[src/rtl/gcam_pkg.sv]
package gcam_pkg;
  typedef enum logic [1:0] {
    OP_NONE   = 2'b00,
    OP_WRITE  = 2'b01,
    OP_READ   = 2'b10,
    OP_SEARCH = 2'b11
  } op_e;
endpackage

[src/rtl/gcam_onehot_dec.sv]
module gcam_onehot_dec #(
  parameter int AW = 3
) (
  input  logic [AW-1:0]      sel,
  output logic [(1<<AW)-1:0] oh
);
  localparam int N = 1 << AW;

  for (genvar i = 0; i < N; i++) begin : g_line
    assign oh[i] = (sel == AW'(i));
  end
endmodule

[src/rtl/gcam_cell_array.sv]
module gcam_cell_array #(
  parameter int ROWS = 8,
  parameter int COLS = 8,
  parameter int DW   = 8
) (
  input  logic                          clk,
  input  logic                          rst,
  input  logic                          we,
  input  logic [ROWS-1:0]               row_oh,
  input  logic [COLS-1:0]               col_oh,
  input  logic [DW-1:0]                 wdata,
  input  logic [$clog2(ROWS*COLS)-1:0]  rd_idx,
  output logic [DW-1:0]                 rd_word,
  output logic                          rd_valid
);
  localparam int DEPTH = ROWS * COLS;

  logic [DW-1:0]    data_q [DEPTH];
  logic [DEPTH-1:0] valid_q;
  logic [DEPTH-1:0] cell_we;

  for (genvar r = 0; r < ROWS; r++) begin : g_row
    for (genvar c = 0; c < COLS; c++) begin : g_col
      assign cell_we[r*COLS+c] = we & row_oh[r] & col_oh[c];
    end
  end

  always_ff @(posedge clk) begin
    if (rst) valid_q <= '0;
    else     valid_q <= valid_q | cell_we;
  end

  always_ff @(posedge clk) begin
    for (int i = 0; i < DEPTH; i++) begin
      if (cell_we[i]) data_q[i] <= wdata;
    end
  end

  assign rd_word  = data_q[rd_idx];
  assign rd_valid = valid_q[rd_idx];
endmodule

[src/rtl/gcam_ctrl.sv]
module gcam_ctrl
  import gcam_pkg::*;
#(
  parameter int ROW_AW = 3,
  parameter int COL_AW = 3,
  parameter int DW     = 8
) (
  input  logic                     clk,
  input  logic                     rst,
  input  logic                     start,
  input  logic [1:0]               op,
  input  logic [ROW_AW-1:0]        row_sel,
  input  logic [COL_AW-1:0]        col_sel,
  input  logic [DW-1:0]            key,
  input  logic [DW-1:0]            cell_word,
  input  logic                     cell_valid,
  output logic                     arr_we,
  output logic [ROW_AW+COL_AW-1:0] arr_idx,
  output logic                     busy,
  output logic                     done,
  output logic [DW-1:0]            rd_data,
  output logic                     hit,
  output logic                     miss,
  output logic [ROW_AW-1:0]        hit_row,
  output logic [COL_AW-1:0]        hit_col
);
  localparam int IDX_W = ROW_AW + COL_AW;
  localparam int DEPTH = 1 << IDX_W;

  logic             searching;
  logic [IDX_W-1:0] idx_q;
  logic [DW-1:0]    key_q;
  logic             accept;
  logic             match;
  logic             last;
  op_e              op_t;

  assign op_t    = op_e'(op);
  assign accept  = start && !searching && (op_t != OP_NONE);
  assign arr_we  = accept && (op_t == OP_WRITE);
  assign arr_idx = searching ? idx_q : {row_sel, col_sel};
  assign match   = cell_valid && (cell_word == key_q);
  assign last    = (idx_q == IDX_W'(DEPTH - 1));
  assign busy    = searching;

  always_ff @(posedge clk) begin
    if (rst) begin
      searching <= 1'b0;
      idx_q     <= '0;
      key_q     <= '0;
      done      <= 1'b0;
      rd_data   <= '0;
      hit       <= 1'b0;
      miss      <= 1'b0;
      hit_row   <= '0;
      hit_col   <= '0;
    end else begin
      done <= 1'b0;
      if (searching) begin
        if (match) begin
          hit       <= 1'b1;
          hit_row   <= idx_q[IDX_W-1:COL_AW];
          hit_col   <= idx_q[COL_AW-1:0];
          done      <= 1'b1;
          searching <= 1'b0;
        end else if (last) begin
          miss      <= 1'b1;
          done      <= 1'b1;
          searching <= 1'b0;
        end else begin
          idx_q <= idx_q + 1'b1;
        end
      end else if (accept) begin
        hit  <= 1'b0;
        miss <= 1'b0;
        case (op_t)
          OP_WRITE: done <= 1'b1;
          OP_READ: begin
            rd_data <= cell_valid ? cell_word : '0;
            done    <= 1'b1;
          end
          OP_SEARCH: begin
            searching <= 1'b1;
            idx_q     <= '0;
            key_q     <= key;
          end
          default: ;
        endcase
      end
    end
  end
endmodule

[src/rtl/grid_cam.sv]
module grid_cam #(
  parameter int ROW_AW = 3,
  parameter int COL_AW = 3,
  parameter int DW     = 8
) (
  input  logic              clk,
  input  logic              rst,
  input  logic              start,
  input  logic [1:0]        op,
  input  logic [ROW_AW-1:0] row_sel,
  input  logic [COL_AW-1:0] col_sel,
  input  logic [DW-1:0]     wr_data,
  input  logic [DW-1:0]     key,
  output logic              busy,
  output logic              done,
  output logic [DW-1:0]     rd_data,
  output logic              hit,
  output logic              miss,
  output logic [ROW_AW-1:0] hit_row,
  output logic [COL_AW-1:0] hit_col
);
  localparam int ROWS  = 1 << ROW_AW;
  localparam int COLS  = 1 << COL_AW;
  localparam int IDX_W = ROW_AW + COL_AW;

  logic [ROWS-1:0]  row_oh;
  logic [COLS-1:0]  col_oh;
  logic             arr_we;
  logic [IDX_W-1:0] arr_idx;
  logic [DW-1:0]    cell_word;
  logic             cell_valid;

  gcam_onehot_dec #(.AW(ROW_AW)) row_dec_i (.sel(row_sel), .oh(row_oh));
  gcam_onehot_dec #(.AW(COL_AW)) col_dec_i (.sel(col_sel), .oh(col_oh));

  gcam_cell_array #(.ROWS(ROWS), .COLS(COLS), .DW(DW)) array_i (
    .clk      (clk),
    .rst      (rst),
    .we       (arr_we),
    .row_oh   (row_oh),
    .col_oh   (col_oh),
    .wdata    (wr_data),
    .rd_idx   (arr_idx),
    .rd_word  (cell_word),
    .rd_valid (cell_valid)
  );

  gcam_ctrl #(.ROW_AW(ROW_AW), .COL_AW(COL_AW), .DW(DW)) ctrl_i (
    .clk        (clk),
    .rst        (rst),
    .start      (start),
    .op         (op),
    .row_sel    (row_sel),
    .col_sel    (col_sel),
    .key        (key),
    .cell_word  (cell_word),
    .cell_valid (cell_valid),
    .arr_we     (arr_we),
    .arr_idx    (arr_idx),
    .busy       (busy),
    .done       (done),
    .rd_data    (rd_data),
    .hit        (hit),
    .miss       (miss),
    .hit_row    (hit_row),
    .hit_col    (hit_col)
  );
endmodule

[config.mk]
export PLATFORM = sky130hd
export DESIGN_NAME = grid_cam
export DESIGN_NICKNAME = d
export VERILOG_FILES = /design/src/rtl/gcam_pkg.sv /design/src/rtl/gcam_onehot_dec.sv /design/src/rtl/gcam_cell_array.sv /design/src/rtl/gcam_ctrl.sv /design/src/rtl/grid_cam.sv
export SDC_FILE = /design/constraint.sdc
export NUM_CORES = 1
export LEC_CHECK = 0
export BUFFER_PORTS_ARGS = -buffer_cell sky130_fd_sc_hd__buf_2
export CORE_AREA = 2 2 304 306
export CTS_BUF_LIST = sky130_fd_sc_hd__clkbuf_4 sky130_fd_sc_hd__clkbuf_8
export DETAILED_ROUTE_END_ITERATION = 10
export DIE_AREA = 0 0 306 308
export PLACE_DENSITY = 0.53
export SLEW_MARGIN = 25
export SYNTH_ARGS = -nofsm -noshare
export SYNTH_HDL_FRONTEND = slang
export SYNTH_SLANG_ARGS = --single-unit
[constraint.sdc]
create_clock -name clk -period 7.1 [get_ports clk]
set_clock_uncertainty 0.15 [all_clocks]
set_input_delay 1.065 -clock clk [delete_from_list [all_inputs] [get_ports clk]]
set_output_delay 1.065 -clock clk [all_outputs]
set_load 0.01 [all_outputs]
# Word-level counts from Yosys, hierarchy flattened
# Memory sizes are Yosys's and may differ from the RTL's.
# Cells that the tools add are included.
[word_totals]
register_bits = 96
mem_bits_rw = 512
in_bits = 27
out_inout_bits = 18
elab_cells = 532
memories = 1
[memory_table]
columns = ["memory", "depth", "word_bits", "read_ports", "rd_ports_with_merged_regs", "write_ports", "line_no", "rtl"]
rows = [
  ["array_i.data_q", 64, 8, 1, 0, 1, "gcam_cell_array.sv:18", "logic [DW-1:0] data_q [DEPTH];"],
]
[classes]
n_addsub = 1
n_lt_le_gt_ge = 1
n_eq_ne = 23
mux = 342
bitwise_logic = 74
n_reduce_logical = 80
[ops]
columns = ["cell", "count"]
rows = [
  ["8-bit two-way mux", 64],
  ["8-bit OR reduction", 63],
  ["6-bit two-way mux", 69],
  ["1-bit two-way mux", 208],
  ["1-bit AND", 72],
  ["64-bit OR", 1],
  ["3-bit equality test, second input constant", 8],
  ["3-bit by 2-bit equality test with 1-bit output, second input constant", 4],
  ["3-bit AND reduction", 3],
  ["8-bit equality test", 1],
  ["2-bit inequality test, second input constant", 4],
  ["6-bit by 7-bit < comparator with 1-bit output, second input constant", 1],
  ["6-bit by 1-bit adder with 6-bit output, second input constant", 1],
  ["1-bit binary-select mux with 6-bit select", 1],
  ["3-bit by 1-bit equality test with 1-bit output, second input constant", 2],
  ["6-bit equality test, second input constant", 1],
  ["3-bit zero test", 2],
  ["2-bit nonzero test", 3],
  ["2-bit equality test, second input constant", 2],
  ["1-bit logical AND", 4],
  ["2-bit AND reduction", 2],
  ["4-bit AND reduction", 1],
  ["2-bit by 1-bit equality test with 1-bit output, second input constant", 1],
  ["2-bit OR reduction", 1],
  ["other kinds (2)", 2],
]

# Logic depth before layout (Yosys ltp)
[logic_depth]
ltp_word = 72
depth_mapped = 18

# Modules after synthesis
# A second synthesis with hierarchy kept.
[unflattened]
hier_cells = 1328
area_unflattened_um2 = 23899.2
[by_module_without_submodules]
columns = ["module", "instances", "cells_per_inst", "area_per_inst_um2"]
rows = [
  ["gcam_cell_array", 1, 1135, 22221.3],
  ["gcam_ctrl", 1, 177, 1547.7],
  ["gcam_onehot_dec", 2, 8, 65.1],
]

# Worst setup path after synthesis
# OpenSTA, ideal clock, no wires.
[synth_timing]
kind = "input port to flip-flop"
from = "in col_sel[0]"
to = "reg ctrl_i.miss"
arrival_ns = 3.961
path_slack_ns = 2.862
path_stages = 15
n_path_buf = 5
cell_sequence = "buf_2 > inv_1 > buf_4 > buf_2 > o211ai_1 > a21oi_1 > o2bb2ai_1 > or4_1 > and3_1 > or4b_1 > or4_1 > buf_2 > buf_2 > a32oi_1 > nor2_1"
[synth_between]
elab_chain_len = 6
word_cells_on_any_way = 8
[synth_rtl]
columns = ["element", "line_no", "rtl"]
rows = [
  ["from (decl)", "grid_cam.sv:11", "input logic [COL_AW-1:0] col_sel,"],
  ["6-bit two-way mux (*)", "gcam_ctrl.sv:41", "assign arr_idx = searching ? idx_q : {row_sel, col_sel};"],
  ["memory 64 x 8 bit / 1-bit binary-select mux with 6-bit select (equally long branches)", "n/a", ""],
  ["8-bit equality test / 1-bit two-way mux (equally long branches)", "gcam_ctrl.sv:42, gcam_cell_array.sv:40", ""],
  ["1-bit logical AND (*)", "gcam_ctrl.sv:42", "assign match = cell_valid && (cell_word == key_q);"],
  ["2-bit inequality test (no line) (*)", "n/a", ""],
  ["3-bit AND reduction (no line) (*)", "n/a", ""],
  ["to (signal assigned)", "gcam_ctrl.sv:54", "miss <= 1'b0;"],
  ["to (signal assigned)", "gcam_ctrl.sv:67", "miss <= 1'b1;"],
  ["to (signal assigned)", "gcam_ctrl.sv:75", "miss <= 1'b0;"],
  ["to (decl)", "gcam_ctrl.sv:23", "output logic miss,"],
]
# Every way passes the cells marked *; elsewhere a longest branch is shown, timed or not. The select of a mux whose other input is x is not followed.
# A chain may end at the register's enable or synchronous reset.

# Final worst setup path
[layout_timing]
from = "reg ctrl_i.searching (netlist: ctrl_i.busy)"
to = "reg ctrl_i.idx_q[4]"
[layout_between]
elab_chain_len = 6
word_cells_on_any_way = 15
[layout_rtl]
columns = ["element", "line_no", "rtl"]
rows = [
  ["from (decl)", "gcam_ctrl.sv:30", "logic searching;"],
  ["from (signal assigned)", "gcam_ctrl.sv:48", "searching <= 1'b0;"],
  ["from (signal assigned)", "gcam_ctrl.sv:65", "searching <= 1'b0;"],
  ["from (signal assigned)", "gcam_ctrl.sv:69", "searching <= 1'b0;"],
  ["6-bit two-way mux", "gcam_ctrl.sv:41", ""],
  ["memory 64 x 8 bit / 1-bit binary-select mux with 6-bit select (equally long branches)", "n/a", ""],
  ["8-bit equality test / 1-bit two-way mux (equally long branches)", "gcam_ctrl.sv:42, gcam_cell_array.sv:40", ""],
  ["1-bit logical AND", "gcam_ctrl.sv:42", ""],
  ["2-bit inequality test (no line)", "n/a", ""],
  ["4-bit AND reduction (no line)", "n/a", ""],
  ["to (signal assigned)", "gcam_ctrl.sv:71", "idx_q <= idx_q + 1'b1;"],
  ["to (decl)", "gcam_ctrl.sv:31", "logic [IDX_W-1:0] idx_q;"],
]
# Several ways; a longest one is shown, not always the timed one. The select of a mux whose other input is x is not followed.

==> reports/qor.yml <==
critical_path:
  crit_required_ns: 7.62
  arrival_ns: 6.30
  r2r_setup_slack_ns: 1.31
  cp_top_family: "simple AND/OR/NAND/NOR gates"
  crit_chain: "buf_4 > nand2_1 > a21boi_4 > nand3_1 > a21oi_1 > nor4_1 > nand3_1 > o21ai_0 > nand4_1 > or4_1 > a311o_1 > nand3_1"
  critical_path.max_fanout: 49
  crit_cells: 12
  max_stage_delay_ns: 0.77
  slowest_stage: "or4_1"
  crit_top_cell: "nand3_1"
  critical_path.n_buffers_inverters: 1
  r2r.worst_path.cells: 12
  cp-end-kind: "flop"
  crit_path_start_kind: "flop"
  critical_path_class: "flop to flop"
route:
  wl_per_cell_um: 25.3
  drt_first_pass_iters: 5
  postRouteAntennaNets: 0
  vias: 22400
  drc: 0
  vias_per_cell: 5.80
  first_iter_violations: 2404
  wl_mm: 97.6
finish:
  seq_area_um2: 17300
  area_growth_syn_to_layout_pct: 11.8
  nets: 2609
  final_common_cell: "edfxtp_1"
  multi_input_area_um2: 10200
  final_cell_mix: "edfxtp_1 (512), nor2b_1 (277), a21oi_1 (175)"
  fill_cells: 8827
  utilization_pct: 35.5
  layout-drive-gt1-share_pct: 12.8
pwr:
  p_clk_share_pct: 42.0
  powerDensity_nw_per_um2: 244
  power_switching_mw: 2.00
  p_sw_share_pct: 25.3
  max-vdd-ir-drop_v: 0.000131
  power.internal_mw: 5.89
  p_leak_nw: 10.2
  pwr-share-comb_pct: 8.8
  seqPwrFrac_pct: 49.2
timing:
  whs_ns: 0.318
  period_share_pct: 81.5
  setup_tns_ns: 0
  tightest_slew_ns: 1.08
  fmax_mhz: 173
  rsz0062_at_grt: "no"
  finalHoldViolCount: 0
  max-slew-margin-rel_pct: 27.8
  finalSetupViolations: 0
  slew_viol_final: 0
  min_period_ns: 5.79
floorplan:
  row_count: 111
  die_x_um: 306
  design.die.area_um2: 94200
  initial_utilization_pct: 31.8
  dieHeight_um: 308
  ios: 45
  core-area_um2: 91000
job:
  cap_violations: 0
synthesis:
  synth_area_leaders: "edfxtp_1 (53%), dfxtp_1 (6.7%), nor2b_1 (6.0%)"
  async_reset_ff_share_pct: 0
  synth_area_per_cell_um2: 11.2
  ys_types: 77
  synth-seq-area-share_pct: 59.9
  ys_ff_latch: 608
  synth_edf_count: 512
  synth_area_leader_cell: "edfxtp_1"
  ys_warn_count: 0
  synthCells: 2587
  synthFlopType: "edfxtp_1"
  synth_area_um2: 28900
  syn_nets: 2619
  synth_top_area_share_pct: 53.2
clocking:
  clock_path_buffers: 3
  clk_latency_ns: 0.72
  clk_pin_slew_ns: 0.06
  cts_resized: 0
  postCtsSetupBuffers: 0
  cts_buffers: 106
  cts_sinks: 608
  tritoncts: "yes"
  h-tree-depth: 3
  ctsHoldBuffers: 0
  root_buffer: "clkbuf_8"
global_routing:
  first_global_vias: 21800
  grt_pass1_wl_mm: 145
  grt_max_degree: 130
  grtUsageTotal_pct: 20.3
  antenna_found_initial: 3
  grt.overflow.total: 0
placed_design:
  dp_hpwl_mm: 56.6
  gp_congestion: 0.887
  io_buffers: 44
run_status:
  status: "completed"
min_path:
  hp-class: "flop to flop"
  holdPathStages: 2
stage by stage:
stage	power (mW)	instance area [µm²]	cells	setup WS [ns]
after floorplan	4.37	28900	2587	2.86
after global placement	4.63	30000	3655	1.02
after detailed placement	4.64	30100	3655	0.999
after CTS	7.93	32200	3853	1.56
after global routing	8.14	32300	3854	1.19
final	7.89	32300	3855	1.31
final timing paths:
check	start	to
max	ctrl_i.busy$_SDFF_PP0_	ctrl_i.idx_q[4]$_SDFFE_PP0P_
min	ctrl_i.key_q[4]$_SDFFE_PP0P_	ctrl_i.key_q[4]$_SDFFE_PP0P_
max reg2reg	ctrl_i.busy$_SDFF_PP0_	ctrl_i.idx_q[4]$_SDFFE_PP0P_
min reg2reg	ctrl_i.key_q[4]$_SDFFE_PP0P_	ctrl_i.key_q[4]$_SDFFE_PP0P_
final cells by class:
| type | instances | area share (%) |
|---|---|---|
| Sequential cell | 608 | 53.6 |
| Multi-Input combinational cell | 1660 | 31.7 |
| Clock buffer | 165 | 6.16 |
| Tap cell | 1186 | 4.60 |
| Timing Repair Buffer | 94 | 2.03 |
| Inverter | 107 | 1.25 |
| Clock inverter | 33 | 0.608 |
| Antenna cell | 2 | 0.0155 |
cells in the mapped netlist (all sizes together) (23+ instances only):
| cell type | number |
|---|---|
| o211ai | 55 |
| edfxtp | 512 |
| o21ai | 167 |
| o21a | 60 |
| dfxtp | 96 |
| a211oi | 140 |
| inv | 107 |
| buf | 152 |
| nor2b | 277 |
| nand3 | 60 |
| nor2 | 153 |
| clkbuf | 60 |
| a21oi | 176 |
| o22ai | 164 |
| a31oi | 31 |
| nand2 | 103 |
| o41ai | 23 |
| nand4 | 26 |
| a22oi | 56 |
cell families after synthesis:
family | after synthesis | share of synthesized area, %
buffers and inverters | 319 | 5.08
DFF | 608 | 59.9
AOI/OAI and AO/OA | 971 | 22.2
xor gates and xnor gates | 3 | 0.0910
muxes | 11 | 0.429
adders and majority gates | 5 | 0.217
and+or+nand+nor | 670 | 12.2
worst min-delay path, delay by kind of cell (launching register included):
kind            cells  cell delay [ns]
compound gates      1             0.06
simple gates        1             0.05
flops               1             0.31
power by group through the flow:
| stage | registers [mW] | logic, mW | clock network (mW) |
|---|---|---|---|
| floorplan | 3.95 | 0.423 | 0 |
| global placement | 3.95 | 0.673 | 0 |
| detailed placement | 3.96 | 0.683 | 0 |
| CTS | 3.88 | 0.684 | 3.36 |
| global route | 3.88 | 0.745 | 3.52 |
| finish | 3.88 | 0.694 | 3.31 |
state kept, by name (all words and copies together) (netlist names):
| signal | count |
|---|---|
| array_i.data_q | 512 |
| array_i.valid_q | 64 |
| ctrl_i.busy | 1 |
| ctrl_i.done | 1 |
| ctrl_i.hit | 1 |
| ctrl_i.hit_col | 3 |
| ctrl_i.hit_row | 3 |
| ctrl_i.idx_q | 6 |
| ctrl_i.key_q | 8 |
| ctrl_i.miss | 1 |
| ctrl_i.rd_data | 8 |
metal layers:
layer  vias to the layer above  global-route usage (%)  routed length [µm]
li1                       9917                       -                   -
met1                     11200                    26.8               41000
met2                      1053                    32.8               45600
met3                       231                    3.48                7180
met4                         0                    8.79                3800
met5                         -                       0                   0
(Power assumes the default switching activity.)
